==> config.mk <==
export PLATFORM = sky130hd
export DESIGN_NAME = scsi_host_regfile
export DESIGN_NICKNAME = d
export VERILOG_FILES = /design/src/rtl/scsi_hrf_pkg.sv /design/src/rtl/scsi_hrf_cmd_decode.sv /design/src/rtl/scsi_hrf_cfg_bank.sv /design/src/rtl/scsi_hrf_req_pulse.sv /design/src/rtl/scsi_host_regfile.sv
export SDC_FILE = /design/constraint.sdc
export NUM_CORES = 1
export LEC_CHECK = 0
export BUFFER_PORTS_ARGS = -buffer_cell sky130_fd_sc_hd__buf_4
export CAP_MARGIN = 0
export CORE_MARGIN = 1
export CORE_UTILIZATION = 35
export DETAILED_ROUTE_END_ITERATION = 7
export GPL_TIMING_DRIVEN = 0
export PLACE_DENSITY = 0.53
export SYNTH_ARGS = -nofsm -noshare
export SYNTH_HDL_FRONTEND = slang
export SYNTH_SLANG_ARGS = --single-unit
==> constraint.sdc <==
create_clock -name clk -period 1.95 [get_ports clk]
set_input_delay 0.39 -clock clk [delete_from_list [all_inputs] [get_ports clk]]
set_output_delay 0.39 -clock clk [all_outputs]
set_load 0.1 [all_outputs]
==> src/rtl/scsi_hrf_pkg.sv <==
`timescale 1ns/1ps
package scsi_hrf_pkg;
  localparam int unsigned REG_W = 8;
  localparam int unsigned IDX_W = 4;
  localparam int unsigned NREQ  = 5;
  localparam int unsigned NCFG  = 6;

  localparam logic [IDX_W-1:0] IDX_CMD    = 4'h3;
  localparam logic [IDX_W-1:0] IDX_STATUS = 4'h4;
  localparam logic [IDX_W-1:0] IDX_INTR   = 4'h5;
  localparam logic [IDX_W-1:0] IDX_STEP   = 4'h6;

  localparam logic [6:0] OP_NOP     = 7'h00;
  localparam logic [6:0] OP_FLUSH   = 7'h01;
  localparam logic [6:0] OP_CHIPRST = 7'h02;
  localparam logic [6:0] OP_BUSRST  = 7'h03;
  localparam logic [6:0] OP_XFER    = 7'h10;
  localparam logic [6:0] OP_CMDCPL  = 7'h11;
  localparam logic [6:0] OP_MSGOK   = 7'h12;
  localparam logic [6:0] OP_PAD     = 7'h18;
  localparam logic [6:0] OP_ATN     = 7'h1A;
  localparam logic [6:0] OP_SEL     = 7'h41;
  localparam logic [6:0] OP_SELA    = 7'h42;
  localparam logic [6:0] OP_SELAS   = 7'h43;
  localparam logic [6:0] OP_RESEL   = 7'h44;

  localparam logic [REG_W-1:0] CAUSE_FUNC  = 8'h08;
  localparam logic [REG_W-1:0] CAUSE_DISC  = 8'h20;
  localparam logic [REG_W-1:0] CAUSE_BRST  = 8'h80;
  localparam logic [REG_W-1:0] STEP_DONE   = 8'h04;
  localparam int unsigned      ST_IRQ_BIT  = 7;
  localparam int unsigned      ST_TC_BIT   = 4;
  localparam int unsigned      CFG_QUIET_BIT = 6;

  typedef struct packed {
    logic            flush;
    logic            chip_rst;
    logic            bus_rst;
    logic            msg_ok;
    logic            pad;
    logic            resel;
    logic            illegal;
    logic [NREQ-1:0] req;
    logic            dma;
  } cmd_dec_t;

  function automatic logic [IDX_W-1:0] cfg_index(int unsigned k);
    case (k)
      0:       return 4'h8;
      1:       return 4'hB;
      2:       return 4'hC;
      3:       return 4'hD;
      4:       return 4'hE;
      default: return 4'hF;
    endcase
  endfunction

  function automatic logic [REG_W-1:0] cfg_reset(logic [IDX_W-1:0] idx);
    case (idx)
      4'h8:    return 8'h07;
      4'hE:    return 8'h04;
      default: return 8'h00;
    endcase
  endfunction
endpackage

==> src/rtl/scsi_hrf_cmd_decode.sv <==
`timescale 1ns/1ps
module scsi_hrf_cmd_decode
  import scsi_hrf_pkg::*;
(
  input  logic [REG_W-1:0] cmd_i,
  output cmd_dec_t         dec_o
);
  logic [6:0] op;
  assign op = cmd_i[6:0];

  always_comb begin
    dec_o     = '0;
    dec_o.dma = cmd_i[7];
    case (op)
      OP_NOP, OP_ATN: ;
      OP_FLUSH:   dec_o.flush    = 1'b1;
      OP_CHIPRST: dec_o.chip_rst = 1'b1;
      OP_BUSRST:  dec_o.bus_rst  = 1'b1;
      OP_MSGOK:   dec_o.msg_ok   = 1'b1;
      OP_PAD:     dec_o.pad      = 1'b1;
      OP_RESEL:   dec_o.resel    = 1'b1;
      OP_XFER:    dec_o.req[0]   = 1'b1;
      OP_CMDCPL:  dec_o.req[1]   = 1'b1;
      OP_SEL:     dec_o.req[2]   = 1'b1;
      OP_SELA:    dec_o.req[3]   = 1'b1;
      OP_SELAS:   dec_o.req[4]   = 1'b1;
      default:    dec_o.illegal  = 1'b1;
    endcase
  end
endmodule

==> src/rtl/scsi_hrf_cfg_bank.sv <==
`timescale 1ns/1ps
module scsi_hrf_cfg_bank
  import scsi_hrf_pkg::*;
#(
  parameter int unsigned N = NCFG
)(
  input  logic                    clk,
  input  logic                    rst_n,
  input  logic                    soft_rst_i,
  input  logic                    wr_i,
  input  logic [IDX_W-1:0]        idx_i,
  input  logic [REG_W-1:0]        wdata_i,
  output logic [N-1:0][REG_W-1:0] cfg_o
);
  for (genvar k = 0; k < N; k++) begin : g_cfg
    localparam logic [IDX_W-1:0] MY_IDX = cfg_index(k);
    localparam logic [REG_W-1:0] MY_RST = cfg_reset(MY_IDX);
    logic [REG_W-1:0] byte_q, byte_d;
    logic             byte_en;

    always_comb begin
      byte_en = soft_rst_i | (wr_i & (idx_i == MY_IDX));
      byte_d  = soft_rst_i ? MY_RST : wdata_i;
    end

    always_ff @(posedge clk or negedge rst_n) begin
      if (!rst_n)       byte_q <= MY_RST;
      else if (byte_en) byte_q <= byte_d;
    end

    assign cfg_o[k] = byte_q;
  end
endmodule

==> src/rtl/scsi_hrf_req_pulse.sv <==
`timescale 1ns/1ps
module scsi_hrf_req_pulse
  import scsi_hrf_pkg::*;
(
  input  logic            clk,
  input  logic            rst_n,
  input  logic            fire_i,
  input  logic [NREQ-1:0] req_i,
  input  logic            dma_i,
  output logic [NREQ-1:0] req_o,
  output logic            dma_o
);
  logic [NREQ-1:0] req_d, req_q;
  logic            dma_d, dma_q;

  always_comb begin
    req_d = fire_i ? req_i : '0;
    dma_d = fire_i & dma_i & (|req_i);
  end

  always_ff @(posedge clk or negedge rst_n) begin
    if (!rst_n) begin
      req_q <= '0;
      dma_q <= 1'b0;
    end else begin
      req_q <= req_d;
      dma_q <= dma_d;
    end
  end

  assign req_o = req_q;
  assign dma_o = dma_q;
endmodule

==> src/rtl/scsi_host_regfile.sv <==
`timescale 1ns/1ps
module scsi_host_regfile
  import scsi_hrf_pkg::*;
#(
  parameter int unsigned ADDR_SHIFT = 2
)(
  input  logic                    clk,
  input  logic                    rst_n,
  input  logic [ADDR_SHIFT+3:0]   bus_addr,
  input  logic                    bus_wr,
  input  logic                    bus_rd,
  input  logic [7:0]              bus_wdata,
  output logic [7:0]              bus_rdata,
  output logic                    irq_o,
  output logic [4:0]              seq_req_o,
  output logic                    seq_req_dma_o,
  output logic [2:0]              target_id_o,
  output logic                    bad_cmd_o
);
  localparam int unsigned CFG1_SLOT = 0;

  logic [IDX_W-1:0]           idx;
  cmd_dec_t                   dec;
  logic                       wr_cmd, rd_intr, soft_rst, wr_busid;
  logic [NCFG-1:0][REG_W-1:0] cfg_q;
  logic [REG_W-1:0]           status_q, status_d;
  logic [REG_W-1:0]           intr_q, intr_d;
  logic [REG_W-1:0]           step_q, step_d;
  logic [2:0]                 tgt_q, tgt_d;
  logic                       bad_q, bad_d;

  assign idx = bus_addr[ADDR_SHIFT +: IDX_W];

  if (ADDR_SHIFT > 0) begin : g_lo
    logic unused_addr_lo;
    assign unused_addr_lo = ^bus_addr[ADDR_SHIFT-1:0];
  end

  scsi_hrf_cmd_decode u_dec (
    .cmd_i (bus_wdata),
    .dec_o (dec)
  );

  always_comb begin
    wr_cmd   = bus_wr & (idx == IDX_CMD);
    wr_busid = bus_wr & (idx == IDX_STATUS);
    rd_intr  = bus_rd & ~bus_wr & (idx == IDX_INTR);
    soft_rst = wr_cmd & dec.chip_rst;
  end

  scsi_hrf_cfg_bank #(.N(NCFG)) u_cfg (
    .clk        (clk),
    .rst_n      (rst_n),
    .soft_rst_i (soft_rst),
    .wr_i       (bus_wr),
    .idx_i      (idx),
    .wdata_i    (bus_wdata),
    .cfg_o      (cfg_q)
  );

  scsi_hrf_req_pulse u_req (
    .clk    (clk),
    .rst_n  (rst_n),
    .fire_i (wr_cmd),
    .req_i  (dec.req),
    .dma_i  (dec.dma),
    .req_o  (seq_req_o),
    .dma_o  (seq_req_dma_o)
  );

  always_comb begin
    status_d = status_q;
    intr_d   = intr_q;
    step_d   = step_q;
    tgt_d    = tgt_q;
    bad_d    = bad_q;
    if (soft_rst) begin
      status_d = '0;
      intr_d   = '0;
      step_d   = '0;
      tgt_d    = '0;
    end else if (wr_cmd) begin
      if (dec.illegal) bad_d = 1'b1;
      if (dec.flush) begin
        intr_d = CAUSE_FUNC;
        step_d = '0;
      end
      if (dec.bus_rst) begin
        intr_d = CAUSE_BRST;
        if (!cfg_q[CFG1_SLOT][CFG_QUIET_BIT]) status_d[ST_IRQ_BIT] = 1'b1;
      end
      if (dec.msg_ok) begin
        intr_d                = CAUSE_DISC;
        step_d                = '0;
        status_d[ST_IRQ_BIT]  = 1'b1;
      end
      if (dec.pad) begin
        status_d = {status_q[ST_IRQ_BIT], 7'h10};
        intr_d   = CAUSE_FUNC;
        step_d   = '0;
      end
      if (dec.resel) intr_d = '0;
    end else if (wr_busid) begin
      tgt_d = bus_wdata[2:0];
    end else if (rd_intr) begin
      intr_d               = '0;
      status_d[ST_IRQ_BIT] = 1'b0;
      status_d[ST_TC_BIT]  = 1'b0;
      step_d               = STEP_DONE;
    end
  end

  always_ff @(posedge clk or negedge rst_n) begin
    if (!rst_n) begin
      status_q <= '0;
      intr_q   <= '0;
      step_q   <= '0;
      tgt_q    <= '0;
      bad_q    <= 1'b0;
    end else begin
      status_q <= status_d;
      intr_q   <= intr_d;
      step_q   <= step_d;
      tgt_q    <= tgt_d;
      bad_q    <= bad_d;
    end
  end

  always_comb begin
    bus_rdata = '0;
    case (idx)
      IDX_STATUS: bus_rdata = status_q;
      IDX_INTR:   bus_rdata = intr_q;
      IDX_STEP:   bus_rdata = step_q;
      default:    ;
    endcase
    for (int unsigned k = 0; k < NCFG; k++) begin
      if (idx == cfg_index(k)) bus_rdata = cfg_q[k];
    end
  end

  assign irq_o       = status_q[ST_IRQ_BIT];
  assign target_id_o = tgt_q;
  assign bad_cmd_o   = bad_q;
endmodule

==> out/metrics.csv <==
metric,value,unit
grt_pass1_vias,3148,
grt_max_degree,65,
clk_path_buf_depth,2,
violations,negative setup slack,
fp-row-count,35,
root_buffer,clkbuf_8,
reg2reg_to,status_q[7],
outcome,"finished, violations left",
totalNegativeSetupSlack,-0.515,ns
post-place-cells,547,
antenna_found_initial,0,
crit_required,1.56,ns
drcViolationCount,0,
grt-ovfl-total,0,
syn_inst,385,
p_comb_frac,0.265,
drtIter0Drc,253,
setup_viol,7,
htreeDepth,3,
fin_cells,577,
multi_input_area,1860,um^2
cts_tree,built,
cts_buffers,9,
fin_skew,0.00000328,ns
area_growth,35.3,%
p_sw,0.00142,W
setup_ws,-0.144,ns
worstSetupPathType,register to output pin,
endpoint_kind,output pin,
worst_pin_slew,0.831,ns
hold_class,input pin to asynchronous set/reset pin,
drv_cap,0,
final_cell_mix,"72 x nand2_1, 59 x dfrtp_1, 30 x buf_4",
boundaryPins,37,
r2r_setup_slack,0.85,ns
clkLatencyLatePin,0.35,ns
ant_nets,0,
syn-num-nets,403,
clkPwrFrac,0.314,
hold_violations,0,
leakagePower,2.01,nW
async_reset_ff_frac,1.00,
p_sw_frac,0.340,
first_pass_iters,5,
power_frac_seq,0.421,
p_per_area,892,nW/um^2
fin_crit,2.09,ns
synth.distinct_cells,54,
numPortBuffers,33,
final_area,4690,um^2
start_kind,register,
wire_per_inst,20.3,um
dp_hpwl,7900,um
mostFrequentLayoutCell,nand2_1,
seq_area_frac_synth,0.464,
reg2reg_depth,4,
synthesis.area,3460,um^2
p_int,0.00276,W
gp_congestion,0.875,
dieArea,10300,um^2
initial_core_util,0.368,
fill_cells,895,
peakVddDrop,0.498,mV
yosysWarnings,0,
layout_worst_path_cycle_share,1.07,
slew_headroom,0.446,
rsz0062_at_grt,true,
fin_nets,461,
critPathMaxFanout,2,
chipWidth,101,um
whs,0.111,ns
grt_pass1_wl,18400,um
fmax,0.478,GHz
cts_sinks,64,
slew_viol_final,0,
die_h,101,um
placed_area,4030,um^2
n_antenna_cell,0,
register_area,1610,um^2
r2r_start,u_cfg.g_cfg[0].byte_q[6],
fin_util,0.498,
synth_edf_count,0,
synth-main-ff-cell,dfrtp_1,
ys_seq_elements,64,
vias_per_cell,5.54,
drive_above_1_share,0.272,
post_synth.cell_area_avg,8.99,um^2
wl,11700,um
cts.clk_slew.worst_paths,0.08,ns
arrival,1.70,ns
vias,3196,
grt_usage,0.245,
coreArea,9420,um^2
cells by family (layout without fill, tap and decap cells):
logic type      after synthesis  in the layout  share of synthesized area
simple gates                155            155                      0.228
compound gates              108            108                      0.201
flops                        64             64                      0.464
buf+inv                      40            103                     0.0538
mux                          18             18                     0.0528
power by group through the flow:
stage                     combinational, W  sequential, W  clock [W]
after floorplan                   0.000596        0.00184          0
after global placement            0.000950        0.00177          0
after detailed placement          0.000961        0.00177          0
after CTS                          0.00105        0.00175    0.00134
after global routing               0.00119        0.00178    0.00138
final                              0.00111        0.00176    0.00131
cell usage after synthesis, types with 3 or more instances:
| cell type | instances | area share |
|---|---|---|
| o21ai_1 | 5 | 0.0072 |
| and4_1 | 3 | 0.0076 |
| and3b_1 | 3 | 0.0076 |
| buf_2 | 4 | 0.0058 |
| nand2b_1 | 4 | 0.0072 |
| inv_1 | 10 | 0.011 |
| a21oi_1 | 18 | 0.026 |
| nor2_1 | 22 | 0.024 |
| dfrtp_1 | 60 | 0.43 |
| o21ai_0 | 35 | 0.051 |
| nor3_1 | 5 | 0.0072 |
| dfstp_2 | 4 | 0.030 |
| o2bb2ai_1 | 3 | 0.0076 |
| nand2_1 | 73 | 0.079 |
| and3_1 | 8 | 0.014 |
| buf_1 | 3 | 0.0033 |
| o22ai_1 | 8 | 0.014 |
| a31oi_1 | 3 | 0.0054 |
| buf_6 | 4 | 0.013 |
| a211o_1 | 3 | 0.0076 |
| a211oi_1 | 4 | 0.0087 |
| nand3_1 | 11 | 0.016 |
| nor2b_1 | 5 | 0.0090 |
| clkbuf_1 | 18 | 0.020 |
| a22o_1 | 14 | 0.035 |
| mux2i_1 | 16 | 0.046 |
| nor4bb_1 | 4 | 0.012 |
registers in the layout, summed over array words and instances (netlist names):
signal / count
bad_cmd_o: 1
target_id_o: 3
u_cfg.g_cfg.byte_q: 48
u_req.req_o: 5
intr_q: 3
status_q: 2
u_req.dma_o: 1
step_q: 1
what timing repair did:
action	in CTS	in global routing
pin swaps	9	8
resized for setup	51	25
hold buffers	0	0
setup buffers	4	9
gates cloned	0	2
hold endpoints to repair	0	0
setup endpoints to repair	8	10
worst max-delay path, cell delays in order, from the launching register on:
cell	delay, ns
dfrtp_1	0.42
nor2b_1	0.15
a22o_1	0.19
a221oi_2	0.33
nor2_4	0.09
buf_12	0.17
through the flow:
stage	setup slack (ns)	power, W
3_3_place_gp	-0.397	0.00272
2_1_floorplan	-0.390	0.00243
4_1_cts	-0.124	0.00414
6_report	-0.144	0.00418
5_1_grt	-0.199	0.00436
3_5_place_dp	-0.377	0.00273
metal layers:
layer  vias to the layer above  routed length, um  global-route usage
met3                        15                590              0.0449
met4                         0                149              0.0769
li1                       1501                  -                   -
met5                         -                  0                   0
met1                      1571               5390               0.341
met2                       109               5580               0.387
layout make-up:
cell class / count / share of cell area
Timing Repair Buffer: 48 / 0.116
Buffer: 29 / 0.0550
Inverter: 10 / 0.00801
Clock buffer: 11 / 0.0302
Clock inverter: 5 / 0.0171
Tap cell: 129 / 0.0344
Multi-Input combinational cell: 281 / 0.396
Sequential cell: 64 / 0.343
how the worst max path moves through the flow:
stage,start,to,slack (ns),cells after the start
final,intr_q[7],bus_rdata[7],-0.14,5
after global placement,bus_addr[2],u_cfg.g_cfg[3].byte_q[1],-0.40,6
after CTS,intr_q[7],bus_rdata[7],-0.12,5
after global routing,u_cfg.g_cfg[1].byte_q[7],bus_rdata[7],-0.20,5
after detailed placement,bus_addr[3],bus_rdata[4],-0.38,6
after floorplan,bus_addr[5],bus_rdata[2],-0.39,6
(Power assumes the default switching activity.)
